`config.mk`:
```
export PLATFORM = sky130hd
export DESIGN_NAME = rdmsg_engine
export DESIGN_NICKNAME = d
export VERILOG_FILES = /design/src/rtl/rdmsg_engine.sv
export SDC_FILE = /design/constraint.sdc
export NUM_CORES = 1
export LEC_CHECK = 0
export BUFFER_PORTS_ARGS = -buffer_cell sky130_fd_sc_hd__buf_2
export CAP_MARGIN = 20
export CORE_MARGIN = 2
export CORE_UTILIZATION = 35
export DETAILED_ROUTE_END_ITERATION = 8
export PLACE_DENSITY_LB_ADDON = 0.1
export REMOVE_ABC_BUFFERS = 1
export SLEW_MARGIN = 25
export SYNTH_ARGS = -nofsm -noshare
export SYNTH_HDL_FRONTEND = slang
export SYNTH_SLANG_ARGS = --single-unit
```
`constraint.sdc`:
```
create_clock -name clk -period 2.5 [get_ports clk]
set_clock_uncertainty 0.05 [all_clocks]
set_input_delay 0.125 -clock clk [delete_from_list [all_inputs] [get_ports clk]]
set_output_delay 0.125 -clock clk [all_outputs]
set_load 0.01 [all_outputs]
```
`src/rtl/rdmsg_engine.sv`:
```
module rdmsg_engine (
  input  logic        clk,
  input  logic        rst_n,
  input  logic        req_valid,
  input  logic [1:0]  req_op,
  input  logic [2:0]  req_slot,
  input  logic        req_long,
  input  logic [47:0] req_addr,
  output logic        req_ready,
  output logic        tx_frame,
  output logic [1:0]  tx_lane,
  input  logic        rx_frame,
  input  logic [1:0]  rx_lane,
  output logic        rsp_valid,
  output logic [7:0]  rsp_data,
  output logic        rsp_last,
  output logic [2:0]  rsp_slot,
  output logic        rsp_err
);
  localparam logic [1:0] EMPTY = 2'd0, POSTED = 2'd1, BUSY = 2'd2;
  localparam int MSG_W = 56;

  logic [1:0] st [8];
  logic [7:0] slen;
  logic [MSG_W-1:0] tx_sh;
  logic [4:0] tx_cnt;
  logic legal, accept;
  logic [3:0] opc;
  logic [MSG_W-1:0] msg;

  always_comb begin
    case (req_op)
      2'd0, 2'd2: legal = (st[req_slot] == EMPTY);
      2'd1:       legal = (st[req_slot] != BUSY);
      default:    legal = 1'b0;
    endcase
  end

  assign req_ready = (tx_cnt == 5'd0) && legal;
  assign accept    = req_valid && req_ready;
  assign opc       = (req_op == 2'd0) ? 4'h1 : 4'h3;
  assign msg       = (req_op == 2'd1) ? {4'h2, req_slot, 1'b0, 48'h0}
                                      : {opc, req_slot, req_long, req_addr};
  assign tx_frame  = (tx_cnt != 5'd0);
  assign tx_lane   = tx_sh[MSG_W-1 -: 2];

  always_ff @(posedge clk) begin
    if (!rst_n) begin
      tx_sh  <= '0;
      tx_cnt <= '0;
    end else if (accept) begin
      tx_sh  <= msg;
      tx_cnt <= (req_op == 2'd1) ? 5'd4 : 5'd28;
    end else if (tx_cnt != 5'd0) begin
      tx_sh  <= {tx_sh[MSG_W-3:0], 2'b00};
      tx_cnt <= tx_cnt - 5'd1;
    end
  end

  logic [9:0] rx_cnt;
  logic [5:0] rx_sh;
  logic [7:0] rx_byte;
  logic       byte_done, hdr_done, in_data, last_byte, free;
  logic [2:0] cur_slot;
  logic [6:0] bidx;

  assign rx_byte   = {rx_sh, rx_lane};
  assign byte_done = rx_frame && (rx_cnt[1:0] == 2'd3);
  assign hdr_done  = byte_done && (rx_cnt == 10'd3);
  assign last_byte = (bidx == {slen[cur_slot], 6'h3F});
  assign free      = byte_done && !hdr_done && in_data && last_byte;

  always_ff @(posedge clk) begin
    if (!rst_n) begin
      rx_cnt    <= '0;
      rx_sh     <= '0;
      in_data   <= 1'b0;
      cur_slot  <= '0;
      bidx      <= '0;
      rsp_valid <= 1'b0;
      rsp_data  <= '0;
      rsp_last  <= 1'b0;
      rsp_slot  <= '0;
      rsp_err   <= 1'b0;
    end else begin
      rsp_valid <= 1'b0;
      rsp_last  <= 1'b0;
      rsp_err   <= 1'b0;
      rx_sh     <= {rx_sh[3:0], rx_lane};
      rx_cnt    <= rx_frame ? rx_cnt + 10'd1 : 10'd0;
      if (!rx_frame) in_data <= 1'b0;
      if (hdr_done) begin
        if (rx_byte[7:4] == 4'h4 && st[rx_byte[3:1]] == BUSY) begin
          in_data  <= 1'b1;
          cur_slot <= rx_byte[3:1];
          bidx     <= '0;
        end else if (rx_byte[7:4] == 4'hF) begin
          rsp_err  <= 1'b1;
          rsp_slot <= rx_byte[3:1];
        end
      end else if (byte_done && in_data) begin
        rsp_valid <= 1'b1;
        rsp_data  <= rx_byte;
        rsp_slot  <= cur_slot;
        rsp_last  <= last_byte;
        bidx      <= bidx + 7'd1;
        if (last_byte) in_data <= 1'b0;
      end
    end
  end

  always_ff @(posedge clk) begin
    if (!rst_n) begin
      for (int i = 0; i < 8; i++) st[i] <= EMPTY;
      slen <= '0;
    end else begin
      for (int i = 0; i < 8; i++) begin
        if (accept && req_slot == 3'(i)) begin
          if (req_op == 2'd1) begin
            if (st[i] == POSTED) st[i] <= BUSY;
          end else begin
            st[i]   <= (req_op == 2'd0) ? POSTED : BUSY;
            slen[i] <= req_long;
          end
        end else if (free && cur_slot == 3'(i)) begin
          st[i] <= EMPTY;
        end
      end
    end
  end
endmodule


```
==> results_dict.tcl <==
set metrics [dict create \
    cts_buffer_depth 2 \
    max_freq_mhz 393.6 \
    end_kind "flop" \
    antenna_found_initial 1 \
    min_period_over_period_pct 101.6 \
    synth_edf_count 16 \
    slew_headroom_pct 63.53 \
    cts_tree "done" \
    clockPowerShare_pct 34.7 \
    critical_path.cell_chain "mux4_2 -> mux2i_4 -> o21ba_4 -> or3_4 -> or4_4 -> nor2_2" \
    met3RoutedLength_um 835 \
    grt_max_degree 63 \
    p_seq_share_pct 37.8 \
    port_buffers 77 \
    die_area_mm2 0.01741 \
    hp-class "in -> reg" \
    cts-root-buf "clkbuf_16" \
    htree_levels 4 \
    cpLargestDelayFamily "simple AND/OR/NAND/NOR gates" \
    period_minus_slack_ps 2541 \
    crit_required_ps 2720 \
    dr.pass1.iters 5 \
    start_kind "flop" \
    run_status "finished with violations" \
    initial_core_util_pct 35.94 \
    syn_area_mm2 0.005729 \
    place.gp.congestion 0.8866 \
    ant_nets 0 \
    drt_iter0_markers 259 \
    ys_warn_count 0 \
    hold_violations 0 \
    wl_met2_mm 7.613 \
    p_sw_share_pct 29.42 \
    ys_ff_latch 126 \
    top_layer_used "met5" \
    drc_errors 0 \
    area_growth_pct 38.87 \
    insertion_delay_ps 410 \
    cts.sinks 126 \
    layout-drive-gt1-share_pct 24.72 \
    yosysUniqueCellTypes 57 \
    diodes 0 \
    grt_usage_pct 18.12 \
    drt-met1-wl_mm 6.761 \
    worst_slack_ps -40.57 \
    dp_hpwl_mm 10.07 \
    finalMaxSlewViolations 0 \
    synth_area_per_cell_um2 8.883 \
    die_w_um 131.9 \
    io_pins 78 \
    synth_async_sr_flop_share_pct 0 \
    grt_overflow 0 \
    placementRows 46 \
    tightestPinTransition_ps 542.0 \
    wl_mm 15.57 \
    cp_num_buf_inv 0 \
    vias 5305 \
    irDropWorstVdd_uv 508.7 \
    die_h_um 131.9 \
    pre_cts_slack_ps -159.7 \
    power_density_mw_per_mm2 900.4 \
    arrival_ps 2760 \
    power_frac_comb_pct 27.5 \
    critical_path.max_fanout 5 \
    grt_pass1_vias 5203 \
    critPathMaxStageDelay_ps 540 \
    avgViaCountPerCell 5.176 \
    violations "setup timing" \
    clk_pin_slew_ps 60 \
    drv_cap 0 \
    design_area_mm2 0.007956 \
    critPathKind "reg -> reg" \
    worst_path_max_delay_cell "or4_4" \
    cellLeakagePower_nw 3.074 \
    p_sw_w 0.002108 \
    tns_ps -136.7 \
    fp.coreArea_mm2 0.01594 \
    nets 860 \
    finalSetupViolCount 7 \
    routedWlPerCell_um 15.19 \
    ys.flop_type "dfxtp_1" \
    p_int_w 0.005057 \
    synth-seq-area-share_pct 46.82 \
    cts_made_buffers 17 \
    place_area_mm2 0.006581 \
    grt_pass1_wl_mm 25.56 \
    netlist_instances 645 \
    rsz0062_at_grt "true" \
]
[timing repair]
item / in CTS / in global routing
setup endpoints to repair: 74 / 59
hold buffers: 51 / 0
pin swaps: 0 / 6
setup buffers: 8 / 4
gates cloned: 0 / 2
hold endpoints to repair: 57 / 0
gates resized for setup: 9 / 25
[per-stage QoR]
step	std cells	util [%]	hold WS, ps	total power, W
after floorplan	593	-	192.5	0.003747
after global placement	929	41.28	304.0	0.004374
after detailed placement	929	41.28	307.4	0.004420
after CTS	1020	48.79	44.42	0.007019
after global routing	1025	49.91	48.12	0.007604
final	1025	49.91	62.97	0.007164
[cells by family (layout without fill, tap and decap cells)]
group | after synthesis | after routing | share of synthesized area, %
simple gates | 193 | 193 | 15.90
fa+ha+maj | 4 | 4 | 0.8736
buf+inv | 70 | 234 | 5.088
xor+xnor | 17 | 17 | 2.599
mux | 27 | 27 | 6.093
flops | 126 | 126 | 46.82
compound gates | 208 | 208 | 22.63
[state kept, by name (all words and copies together), names as in the netlist]
signal / cells
rx_sh: 6
tx_cnt: 5
tx_sh: 56
rsp_valid: 1
bidx: 7
rx_cnt: 10
cur_slot: 3
st: 16
slen: 8
rsp_data: 8
rsp_slot: 3
rsp_err: 1
rsp_last: 1
in_data: 1
[routing by layer]
layer / vias up / global-route usage [%]
li1: 2633 / -
met1: 2495 / 22.14
met2: 149 / 29.69
met3: 26 / 5.459
met4: 2 / 7.609
met5: - / 0
[power by group through the flow]
stage	sequential, W	combinational [W]	clock (W)
after global routing	0.00276	0.00220	0.00265
after CTS	0.00270	0.00177	0.00255
final	0.00270	0.00197	0.00249
after floorplan	0.00268	0.00107	0
after detailed placement	0.00273	0.00169	0
after global placement	0.00272	0.00165	0
[area by class of cell]
type,count,area (um^2)
Fill cell,1511,7986
Multi-Input combinational cell,449,2864
Sequential cell,126,2686
Timing Repair Buffer,184,1465
Clock buffer,22,495.5
Tap cell,216,270.3
Clock inverter,10,107.6
Inverter,18,67.56
[worst register-to-register path: cells and delay by family, from the launching register on]
kind | cells | cell delay (ps)
AND/OR/NAND/NOR | 3 | 1040
multiplexers | 2 | 690
flip-flops | 1 | 410
AO/OA/AOI/OAI | 1 | 200
[cell usage in the layout (no fill, tap or decap), types with 5 or more instances in the layout]
| cell type | synthesis | routed |
|---|---|---|
| a21oi_1 | 61 | 61 |
| buf_4 | 2 | 43 |
| dlygate4sd3_1 | 0 | 51 |
| mux2i_1 | 18 | 17 |
| nand3_1 | 23 | 22 |
| clkinv_2 | 0 | 5 |
| and3_1 | 6 | 6 |
| inv_1 | 18 | 18 |
| a211oi_1 | 5 | 5 |
| o21ai_0 | 66 | 63 |
| nand2_1 | 54 | 54 |
| dfxtp_1 | 110 | 109 |
| nor3_1 | 11 | 10 |
| buf_12 | 0 | 6 |
| nand2b_1 | 9 | 9 |
| xnor2_1 | 6 | 5 |
| mux4_2 | 5 | 5 |
| nor2_1 | 59 | 55 |
| edfxtp_1 | 16 | 16 |
| buf_2 | 11 | 77 |
| a22oi_1 | 38 | 37 |
| and2_1 | 8 | 8 |
| clkbuf_16 | 0 | 20 |
| xor2_1 | 11 | 11 |
[Yosys cell counts (6+ instances only)]
cell type | instances | share of area, %
inv_1 | 18 | 1.2
nand3_1 | 23 | 2.0
buf_2 | 11 | 0.96
nor2_1 | 59 | 3.9
dfxtp_1 | 110 | 38
xnor2_1 | 6 | 0.92
xor2_1 | 11 | 1.7
nand2b_1 | 9 | 0.98
a22oi_1 | 38 | 5.0
clkbuf_1 | 37 | 2.4
o21ai_0 | 66 | 5.8
and3_1 | 6 | 0.66
edfxtp_1 | 16 | 8.4
nand2_1 | 54 | 3.5
nor3_1 | 11 | 0.96
and2_1 | 8 | 0.87
mux2i_1 | 18 | 3.1
a21oi_1 | 61 | 5.3
[path summary, 6_finish.rpt]
kind	start	endpoint	slack, ps	cells after the start
max	st[5][1]	st[2][0]	-40	6
min	rx_lane[1]	rsp_slot[0]	60	3
max reg2reg	st[5][1]	st[2][0]	-40	6
min reg2reg	rx_cnt[0]	rx_cnt[0]	390	1
No activity file was read; power rests on OpenSTA's default activity.
